--- config.mk ---
export PLATFORM = sky130hd
export DESIGN_NAME = irq_prescale_counter
export DESIGN_NICKNAME = d
export VERILOG_FILES = /design/src/rtl/irq_cnt_pkg.sv /design/src/rtl/irq_cnt_regs.sv /design/src/rtl/irq_cnt_prescaler.sv /design/src/rtl/irq_cnt_main.sv /design/src/rtl/irq_cnt_flag.sv /design/src/rtl/irq_prescale_counter.sv
export SDC_FILE = /design/constraint.sdc
export NUM_CORES = 1
export LEC_CHECK = 0
export CAP_MARGIN = 25
export CORE_ASPECT_RATIO = 0.7
export CORE_UTILIZATION = 40
export DETAILED_ROUTE_END_ITERATION = 8
export GPL_TIMING_DRIVEN = 0
export PLACE_DENSITY_LB_ADDON = 0.15
export SYNTH_ARGS = -nofsm -noshare
export SYNTH_HDL_FRONTEND = slang
export SYNTH_HIERARCHICAL = 1
export SYNTH_SLANG_ARGS = --single-unit
--- constraint.sdc ---
create_clock -name clk -period 6.67 [get_ports clk]
set_input_delay 1.6675 -clock clk [delete_from_list [all_inputs] [get_ports clk]]
set_output_delay 1.6675 -clock clk [all_outputs]
set_load 0.02 [all_outputs]
--- src/rtl/irq_cnt_pkg.sv ---
// Shared definitions for the prescaled interrupt counter.
// Assumes the register window is eight byte-wide indices.
package irq_cnt_pkg;
    localparam int IDX_W = 3;

    typedef enum logic [1:0] {
        SRC_CPU_CYC = 2'd0,
        SRC_A12     = 2'd1,
        SRC_PPU_RD  = 2'd2,
        SRC_CPU_WR  = 2'd3
    } src_e;

    typedef enum logic [1:0] {
        DIR_HOLD_LO = 2'd0,
        DIR_UP      = 2'd1,
        DIR_DOWN    = 2'd2,
        DIR_HOLD_HI = 2'd3
    } dir_e;

    // Register indices; their values are the software-visible map.
    localparam logic [IDX_W-1:0] IDX_ENSET = 3'd0;
    localparam logic [IDX_W-1:0] IDX_MODE  = 3'd1;
    localparam logic [IDX_W-1:0] IDX_OFF   = 3'd2;
    localparam logic [IDX_W-1:0] IDX_ON    = 3'd3;
    localparam logic [IDX_W-1:0] IDX_PRE   = 3'd4;
    localparam logic [IDX_W-1:0] IDX_CNT   = 3'd5;
    localparam logic [IDX_W-1:0] IDX_KEY   = 3'd6;
    localparam logic [IDX_W-1:0] IDX_ADJ   = 3'd7;

    // Mode field positions.
    localparam int MODE_SRC_LSB = 0;
    localparam int MODE_NARROW  = 2;
    localparam int MODE_ADJ_EN  = 3;
    localparam int MODE_DIR_LSB = 6;
endpackage

--- src/rtl/irq_cnt_regs.sv ---
// Register file: mode, XOR key, adjust mirror and enable, plus decoded
// load and acknowledge strobes. Assumes at most one write per clock.
module irq_cnt_regs
    import irq_cnt_pkg::*;
#(
    parameter int DATA_W = 8
) (
    input  logic              clk,
    input  logic              rst_n,
    input  logic              wr_en,
    input  logic [IDX_W-1:0]  wr_addr,
    input  logic [DATA_W-1:0] wr_data,
    output logic [DATA_W-1:0] mode_q,
    output logic [DATA_W-1:0] key_q,
    output logic [DATA_W-1:0] adj_q,
    output logic              en_q,
    output logic              pre_ld,
    output logic              cnt_ld,
    output logic [DATA_W-1:0] ld_val,
    output logic              ack
);
    logic hit_enset, hit_off, hit_on;

    // Purpose: decode write index into single-cycle strobes.
    always_comb begin
        hit_enset = wr_en && (wr_addr == IDX_ENSET);
        hit_off   = wr_en && (wr_addr == IDX_OFF);
        hit_on    = wr_en && (wr_addr == IDX_ON);
        pre_ld    = wr_en && (wr_addr == IDX_PRE);
        cnt_ld    = wr_en && (wr_addr == IDX_CNT);
        ld_val    = wr_data ^ key_q;
        ack       = hit_off || (hit_enset && !wr_data[0]);
    end

    // Purpose: hold the configuration bytes written by the CPU.
    always_ff @(posedge clk) begin
        if (!rst_n) begin
            mode_q <= '0;
            key_q  <= '0;
            adj_q  <= '0;
        end else if (wr_en) begin
            if (wr_addr == IDX_MODE) mode_q <= wr_data;
            if (wr_addr == IDX_KEY)  key_q  <= wr_data;
            if (wr_addr == IDX_ADJ)  adj_q  <= wr_data;
        end
    end

    // Purpose: track the interrupt enable.
    always_ff @(posedge clk) begin
        if (!rst_n)         en_q <= 1'b0;
        else if (hit_enset) en_q <= wr_data[0];
        else if (hit_off)   en_q <= 1'b0;
        else if (hit_on)    en_q <= 1'b1;
    end
endmodule

--- src/rtl/irq_cnt_prescaler.sv ---
// Event selection and prescaler. Emits a step toward the main counter
// when the masked prescaler rolls over. Assumes events are one-cycle pulses.
module irq_cnt_prescaler
    import irq_cnt_pkg::*;
#(
    parameter int DATA_W   = 8,
    parameter int NARROW_W = 3
) (
    input  logic              clk,
    input  logic              rst_n,
    input  logic [3:0]        events,
    input  logic [DATA_W-1:0] mode,
    input  logic              ld,
    input  logic [DATA_W-1:0] ld_val,
    output logic [DATA_W-1:0] pre_q,
    output logic              step_up,
    output logic              step_dn
);
    localparam int NW = (NARROW_W < DATA_W) ? NARROW_W : DATA_W;

    dir_e              dir;
    src_e              src;
    logic              tick;
    logic [DATA_W-1:0] pre_nxt;
    logic [DATA_W-1:0] mask;

    // Purpose: pick the comparison mask from the width bit.
    generate
        if (NW < DATA_W) begin : g_narrow
            always_comb mask = mode[MODE_NARROW] ?
                {{(DATA_W-NW){1'b0}}, {NW{1'b1}}} : {DATA_W{1'b1}};
        end else begin : g_full
            always_comb mask = {DATA_W{1'b1}};
        end
    endgenerate

    // Purpose: qualify the selected event with an active direction.
    always_comb begin
        dir     = dir_e'(mode[MODE_DIR_LSB +: 2]);
        src     = src_e'(mode[MODE_SRC_LSB +: 2]);
        tick    = events[src] && (dir == DIR_UP || dir == DIR_DOWN);
        pre_nxt = (dir == DIR_UP) ? pre_q + 1'b1 : pre_q - 1'b1;
        step_up = tick && (dir == DIR_UP)   && ((pre_nxt & mask) == '0);
        step_dn = tick && (dir == DIR_DOWN) && ((pre_nxt & mask) == mask);
    end

    // Purpose: load or step the prescaler.
    always_ff @(posedge clk) begin
        if (!rst_n)    pre_q <= '0;
        else if (ld)   pre_q <= ld_val;
        else if (tick) pre_q <= pre_nxt;
    end
endmodule

--- src/rtl/irq_cnt_main.sv ---
// Main counter. Steps on prescaler rollover and flags a wrap in the
// active direction. A load in the same cycle wins and hides the wrap.
module irq_cnt_main #(
    parameter int DATA_W = 8
) (
    input  logic              clk,
    input  logic              rst_n,
    input  logic              step_up,
    input  logic              step_dn,
    input  logic              ld,
    input  logic [DATA_W-1:0] ld_val,
    output logic [DATA_W-1:0] cnt_q,
    output logic              wrap
);
    logic [DATA_W-1:0] cnt_nxt;

    // Purpose: next count and wrap detection.
    always_comb begin
        cnt_nxt = step_up ? cnt_q + 1'b1 : cnt_q - 1'b1;
        wrap    = !ld && ((step_up && cnt_nxt == '0) ||
                          (step_dn && cnt_nxt == '1));
    end

    // Purpose: load or step the counter.
    always_ff @(posedge clk) begin
        if (!rst_n)                 cnt_q <= '0;
        else if (ld)                cnt_q <= ld_val;
        else if (step_up || step_dn) cnt_q <= cnt_nxt;
    end
endmodule

--- src/rtl/irq_cnt_flag.sv ---
// Pending interrupt latch. Acknowledge wins over a coincident set.
module irq_cnt_flag (
    input  logic clk,
    input  logic rst_n,
    input  logic set,
    input  logic clr,
    output logic pend_q
);
    // Purpose: hold the level request until acknowledged.
    always_ff @(posedge clk) begin
        if (!rst_n)   pend_q <= 1'b0;
        else if (clr) pend_q <= 1'b0;
        else if (set) pend_q <= 1'b1;
    end
endmodule

--- src/rtl/irq_prescale_counter.sv ---
// Top: prescaled 8-bit interrupt counter with four event sources, XOR-keyed
// loads and a read port. Assumes one-cycle event pulses on clk.
module irq_prescale_counter
    import irq_cnt_pkg::*;
#(
    parameter int DATA_W   = 8,
    parameter int NARROW_W = 3
) (
    input  logic              clk,
    input  logic              rst_n,
    input  logic              wr_en,
    input  logic [2:0]        wr_addr,
    input  logic [7:0]        wr_data,
    input  logic              ev_cpu_cycle,
    input  logic              ev_a12_rise,
    input  logic              ev_ppu_read,
    input  logic              ev_cpu_write,
    input  logic [2:0]        rd_addr,
    output logic [7:0]        rd_data,
    output logic              irq
);
    logic [DATA_W-1:0] mode_q, key_q, adj_q, pre_q, cnt_q, ld_val;
    logic              en_q, pre_ld, cnt_ld, ack;
    logic              step_up, step_dn, wrap, pend_q;
    logic [3:0]        events;

    // Purpose: gather strobes in source-code order.
    always_comb events = {ev_cpu_write, ev_ppu_read, ev_a12_rise, ev_cpu_cycle};

    irq_cnt_regs #(.DATA_W(DATA_W)) regs_i (
        .clk(clk), .rst_n(rst_n), .wr_en(wr_en), .wr_addr(wr_addr),
        .wr_data(wr_data), .mode_q(mode_q), .key_q(key_q), .adj_q(adj_q),
        .en_q(en_q), .pre_ld(pre_ld), .cnt_ld(cnt_ld), .ld_val(ld_val),
        .ack(ack)
    );

    irq_cnt_prescaler #(.DATA_W(DATA_W), .NARROW_W(NARROW_W)) pre_i (
        .clk(clk), .rst_n(rst_n), .events(events), .mode(mode_q),
        .ld(pre_ld), .ld_val(ld_val), .pre_q(pre_q),
        .step_up(step_up), .step_dn(step_dn)
    );

    irq_cnt_main #(.DATA_W(DATA_W)) main_i (
        .clk(clk), .rst_n(rst_n), .step_up(step_up), .step_dn(step_dn),
        .ld(cnt_ld), .ld_val(ld_val), .cnt_q(cnt_q), .wrap(wrap)
    );

    irq_cnt_flag flag_i (
        .clk(clk), .rst_n(rst_n), .set(wrap && en_q), .clr(ack),
        .pend_q(pend_q)
    );

    // Purpose: read-port multiplexer and interrupt output.
    always_comb begin
        irq = pend_q;
        case (rd_addr)
            IDX_ENSET: rd_data = {7'd0, en_q};
            IDX_MODE:  rd_data = mode_q;
            IDX_OFF:   rd_data = {7'd0, pend_q};
            IDX_PRE:   rd_data = pre_q;
            IDX_CNT:   rd_data = cnt_q;
            IDX_KEY:   rd_data = key_q;
            IDX_ADJ:   rd_data = adj_q;
            default:   rd_data = 8'd0;
        endcase
    end
endmodule

==> results.yml, run 1 <==
yosys:
  synth.most_common_cell: "nand2_1"
  synth_top_cells_by_area: "dfxtp_1, mux2i_1, ha_1"
  async_reset_ff_share_pct: 0
  synth_top_area_share_pct: 26.9
  synthCells: 367
  synth_area_um2: 3130
  yosys.area.top_type: "dfxtp_1"
  synth_flop_cell: "dfxtp_1"
  ys_top_cells_by_count: "nand2_1, dfxtp_1, mux2i_1, a21oi_1"
  synth_cell_types: 64
  syn_nets: 409
  seq_area_frac_synth_pct: 26.9
  ys_warn_count: 6
  synth_edf_count: 0
  syn_area_per_cell_um2: 8.52
  ys_ff_latch: 42
setup_path:
  worst_path_max_delay_cell: "or4_1"
  path_max_fanout: 7
  cp_common_cell: "nor3b_1"
  slowest_delay_ns: 0.54
  crit_chain: "clkdlybuf4s50_1 -> mux4_2 -> nor3b_1 -> and4b_1 -> a32o_1 -> inv_1 -> ha_1 -> a211oi_2 -> nor3b_1 -> or2_0 -> or4_1 -> o31ai_2 -> and2_1 -> nor2_1 -> nor3b_2"
  cp_top_family: "simple AND/OR/NAND/NOR gates"
  critPathRequiredTime_ns: 6.90
  critPathBufInv: 2
  endpoint_kind: "flip-flop"
  cp_data_arrival_time_ns: 5.86
  critPathKind: "primary input to flip-flop"
  worstSetupStartpointType: "primary input"
die:
  start_util_pct: 42.2
  chipWidth_um: 108
  die_y_um: 76.0
  rows: 26
  dieArea_um2: 8180
  io_pins: 30
  core_area_um2: 7420
global_route:
  gr-usage-all-layers_pct: 20.8
  first_global_vias: 2555
  antenna_found_initial: 0
  grt_max_degree: 25
  gr-total-overflow: 0
  grt_pass1_wl_um: 13100
sta:
  finalCritPeriodShare_pct: 84.4
  fin_skew_ns: 0.00787
  rsz0062_at_grt: "false"
  hold_ws_ns: 0.473
  layout_min_cycle_time_ns: 5.63
  tns_ns: 0
  slew_headroom_pct: 41.8
  worst_pin_slew_ns: 0.871
  final_hold_viol_count: 0
  setup_viol: 0
  report.final.slew_viol_count: 0
  max_clock_freq_ghz: 0.178
drt:
  first_iter_violations: 130
  wirelength_um: 8270
  firstDrtPassIters: 4
  drc: 0
  num_vias: 2687
  vias_per_cell: 5.41
  wl_per_cell_um: 16.6
  ant_nets: 0
placed_design:
  numPortBuffers: 24
  gp_congestion: 0.862
  dp.final_hpwl_um: 6690
power_and_ir_drop:
  p_sw_share_pct: 28.4
  power.density_nw_per_um2: 167
  power_switching_uw: 170
  power_frac_seq_pct: 44.6
  irDropWorstVdd_mv: 0.0912
  internal-power_uw: 430
  power_frac_comb_pct: 21.9
  power_leakage_uw: 0.00141
  p_clk_share_pct: 33.6
cts:
  h-tree-depth: 2
  numCtsBuffers: 5
  cts_tree: "built"
  cts_hold_buffers: 0
  clk_latency_ns: 0.29
  clkSlewWorstSetupHoldPaths_ns: 0.08
  post_cts_buffers: 0
  cts_resized: 0
  clkSinkCount: 42
  clockBufferDepth: 2
  root_buffer: "clkbuf_8"
finish:
  antenna_cells: 0
  fin_util_pct: 48.5
  nets: 440
  fillers: 732
  syn_to_final_growth_pct: 15.1
  multi_input_area_um2: 2110
  drive_gt1_share_pct: 7.77
  ff_latch_area_um2: 841
run:
  maxCapViolations: 0
status:
  status: "complete, no violations"
hold_path:
  hold_class: "flip-flop to flip-flop"
[power groups by stage]
stage	clock, µW	combinational (µW)	sequential [µW]
after floorplan	0	91.8	269
after global placement	0	128	273
after detailed placement	0	130	273
after CTS	206	131	267
after global routing	216	145	269
final	202	131	267
[path summary, 6_finish.rpt]
kind	startpoint	to	slack [ns]	depth (start not counted)
setup reg to reg	regs_i/mode_q[7]	flag_i/pend_q	1.38	19
hold / removal	regs_i/adj_q[1]	regs_i/adj_q[1]	0.47	2
setup / recovery	ev_a12_rise	flag_i/pend_q	1.04	15
hold reg to reg	regs_i/adj_q[1]	regs_i/adj_q[1]	0.47	2
[worst reg2reg max path, delay by kind of cell, from the launching register on]
kind / cells / cell delay (ns)
compound gates: 4 / 1.42
flops: 1 / 0.41
simple gates: 8 / 1.65
xor+xnor: 1 / 0.28
fa+ha+maj: 3 / 0.95
buf+inv: 3 / 0.53
[metrics by stage]
step	power, µW	instances	setup slack (ns)	cell area [µm²]
finish	600	497	1.04	3600
global route	630	497	0.863	3600
CTS	605	497	1.09	3600
detailed placement	404	489	0.801	3490
global placement	402	489	0.841	3490
floorplan	361	367	1.83	3130
[cells in the final DEF, fill, tap and decap left out, drive strengths merged, types with 2 or more instances in the layout]
cell type | Yosys | layout
nand2 | 49 | 49
dfxtp | 42 | 42
o21ai | 28 | 28
mux2i | 26 | 26
clkdlybuf4s50 | 0 | 24
a21oi | 22 | 22
ha | 19 | 19
a21boi | 16 | 16
inv | 15 | 15
clkbuf | 7 | 13
xor2 | 12 | 12
buf | 11 | 11
nor2 | 10 | 10
nor2b | 10 | 10
nand3 | 8 | 8
xnor2 | 8 | 8
o211a | 7 | 7
o2bb2ai | 6 | 6
and2 | 6 | 6
nand2b | 6 | 6
nor3b | 6 | 6
nor3 | 5 | 5
o31ai | 4 | 4
or3 | 3 | 3
a211oi | 3 | 3
mux4 | 2 | 2
a311oi | 2 | 2
o221a | 2 | 2
and4 | 2 | 2
fa | 2 | 2
and4b | 2 | 2
nand4b | 2 | 2
and4bb | 2 | 2
or2 | 2 | 2
and3 | 2 | 2
[area by class of cell]
| class | instances | share of cell area, % |
|---|---|---|
| multi-input combinational | 292 | 58.7 |
| sequential | 42 | 23.4 |
| timing repair buffer | 24 | 6.67 |
| tap | 98 | 3.41 |
| buffer | 18 | 3.23 |
| clock buffer | 6 | 2.02 |
| inverter | 15 | 1.56 |
| clock inverter | 2 | 1.04 |
[logic make-up after synthesis]
logic type | synth area share [%]
mux | 9.76
buf+inv | 5.52
xor+xnor | 5.60
simple gates | 20.7
flops | 26.9
compound gates | 22.6
fa+ha+maj | 8.88
[flip-flops by register name, indices dropped and copies added, names as in the netlist]
signal         count
regs_i/mode_q      8
regs_i/key_q       8
pre_i/pre_q        8
regs_i/adj_q       8
flag_i/pend_q      1
regs_i/en_q        1
main_i/cnt_q       8
[metal layers]
metal / vias to the layer above / GRT usage [%] / routed length (µm)
met5: - / 0 / 0
met4: 0 / 5.48 / 120
met3: 10 / 3.93 / 482
met2: 58 / 30.1 / 3460
met1: 1231 / 31.1 / 4200
li1: 1388 / - / -
No activity file was read; power rests on OpenSTA's default activity.
==> run 2: changes to the inputs <==
- clock period: 6.67 -> 4.9 ns (I/O delays scaled with it)
==> results.yml, run 2 (synthesis gave the netlist of run 1 again) <==
power_and_ir_drop:
  power_leakage_uw: 0.00147
  irDropWorstVdd_mv: 0.124
  power.density_nw_per_um2: 222
cts:
  clockBufferDepth: 2
  clk_latency_ns: 0.29
  cts_tree: "built"
  cts_hold_buffers: 0
  numCtsBuffers: 5
  root_buffer: "clkbuf_8"
  clkSinkCount: 42
  h-tree-depth: 2
  clkSlewWorstSetupHoldPaths_ns: 0.08
global_route:
  gr-usage-all-layers_pct: 21.0
  antenna_found_initial: 0
  grt_max_degree: 25
  first_global_vias: 2579
  grt_pass1_wl_um: 13200
  gr-total-overflow: 0
setup_path:
  cp-startpoint: "ev_cpu_write"
  cp_common_cell: "nor3b_2"
  worstSetupStartpointType: "primary input"
  cp_data_arrival_time_ns: 4.98
  crit_chain: "clkdlybuf4s50_1 -> mux4_2 -> nor3b_2 -> and4b_1 -> a32o_2 -> inv_4 -> ha_1 -> nor2_2 -> nor3b_2 -> or2_0 -> or4_4 -> o31ai_4 -> and2_1 -> nor2_1 -> nor3b_2"
  cp_top_family: "simple AND/OR/NAND/NOR gates"
  regToRegStartpoint: "regs_i/mode_q[6]"
  endpoint_kind: "flip-flop"
  critPathBufInv: 2
  worst_path_max_delay_cell: "or4_4"
  critPathKind: "primary input to flip-flop"
  slowest_delay_ns: 0.56
  path_max_fanout: 6
  critPathRequiredTime_ns: 5.13
drt:
  num_vias: 2765
  wirelength_um: 8410
  vias_per_cell: 5.49
  ant_nets: 0
  drc: 0
  firstDrtPassIters: 4
  wl_per_cell_um: 16.7
  first_iter_violations: 116
sta:
  slew_headroom_pct: 41.9
  worst_pin_slew_ns: 0.869
  max_clock_freq_ghz: 0.210
  setup_viol: 0
  hold_ws_ns: 0.471
  layout_min_cycle_time_ns: 4.75
  finalCritPeriodShare_pct: 97.0
  report.final.slew_viol_count: 0
  final_hold_viol_count: 0
  fin_skew_ns: 0.00734
placed_design:
  numPortBuffers: 24
  gp_congestion: 0.862
  postPlaceCellArea_um2: 3490
  dp.final_hpwl_um: 6690
die:
  core_area_um2: 7420
  chipWidth_um: 108
  die_y_um: 76.0
  rows: 26
  start_util_pct: 42.2
  io_pins: 30
  dieArea_um2: 8180
finish:
  syn_to_final_growth_pct: 19.6
  nets: 447
  multi_input_area_um2: 2200
  ff_latch_area_um2: 841
  final_area_um2: 3740
  antenna_cells: 0
  layout_common_cells: "nand2_1, dfxtp_1, mux2i_1, clkdlybuf4s50_1, a21oi_1"
  fillers: 718
  drive_gt1_share_pct: 12.8
  fin_util_pct: 50.4
  mostFrequentLayoutCell: "nand2_1"
hold_path:
  hold_class: "flip-flop to flip-flop"
  hp-start: "regs_i/adj_q[1]"
status:
  status: "complete, no violations"
run:
  maxCapViolations: 0
run 2: changes by cell type in the layout (fill, tap and decap cells not counted), moves of 2 or more:
cell,previous run,this run
nor3b_1,5,3
buf_4,1,8
a211oi_1,2,0
ha_1,19,17
inv_1,15,13
o31ai_4,0,2
nor3b_2,1,3
run 2: power by group:
| group | internal [µW] | switching (µW) |
|---|---|---|
| logic | 89.1 | 102 |
| registers | 351 | 13.0 |
| clock network | 152 | 121 |
run 2: area by class of cell:
class | instances | area share (%)
Multi-Input combinational cell | 292 | 58.8
Sequential cell | 42 | 22.5
Timing Repair Buffer | 31 | 7.83
Tap cell | 98 | 3.28
Buffer | 18 | 3.11
Clock buffer | 6 | 1.94
Inverter | 15 | 1.57
Clock inverter | 2 | 1.00
run 2: worst reg2reg max path: cells and delay by family, from the launching register on:
kind,cells,cell delay [ns]
AOI/OAI and AO/OA,3,0.85
buffers and inverters,3,0.32
adders and majority gates,3,1.10
and+or+nand+nor,7,1.54
DFF,1,0.42
xor gates and xnor gates,2,0.41
run 2: path summary, 6_finish.rpt:
check | to | slack [ns] | depth (start not counted)
setup reg to reg | flag_i/pend_q | 0.23 | 18
setup / recovery | flag_i/pend_q | 0.15 | 15
hold / removal | regs_i/adj_q[1] | 0.47 | 2
hold reg to reg | regs_i/adj_q[1] | 0.47 | 2
run 2: repair_timing:
action | 4_1_cts | 5_1_grt
pin swaps | 2 | 6
endpoints found under the setup margin | 1 | 1
buffers inserted | 4 | 3
gates resized for setup | 8 | 10
run 2: metal layers:
layer | routed length [µm] | track usage, % | part of all wire, %
met5 | 0 | 0 | 0
met2 | 3610 | 30.6 | 43
met4 | 99 | 5.48 | 1.2
met3 | 453 | 4.02 | 5.4
met1 | 4250 | 31.2 | 50
run 2: per-stage QoR:
stage          instances  setup TNS [ns]  power (µW)  setup WS [ns]
5_1_grt              504        -0.00471         870       -0.00471
4_1_cts              501               0         830        0.00352
6_report             504               0         829          0.148
3_5_place_dp         489          -0.527         549         -0.527
2_1_floorplan        367               0         491          0.501
3_3_place_gp         489          -0.486         547         -0.486
==> run 3: changes to the inputs <==
==> constraint.sdc (replaced) <==
create_clock -name clk -period 5.76 [get_ports clk]
set_input_delay 1.44 -clock clk [delete_from_list [all_inputs] [get_ports clk]]
set_output_delay 1.44 -clock clk [all_outputs]
set_load 0.01 [all_outputs]
==> results of run 3 <==
The final DEF is identical to that of run 1. Status: complete, no violations.
Main changes from that run: setup slack after placement 0.801 ns -> 0.118 ns; setup slack after layout 1.04 ns -> 0.360 ns; register-to-register setup slack 1.38 ns -> 0.47 ns; total power 600 µW -> 694 µW; worst IR drop on VDD 0.0912 mV -> 0.105 mV
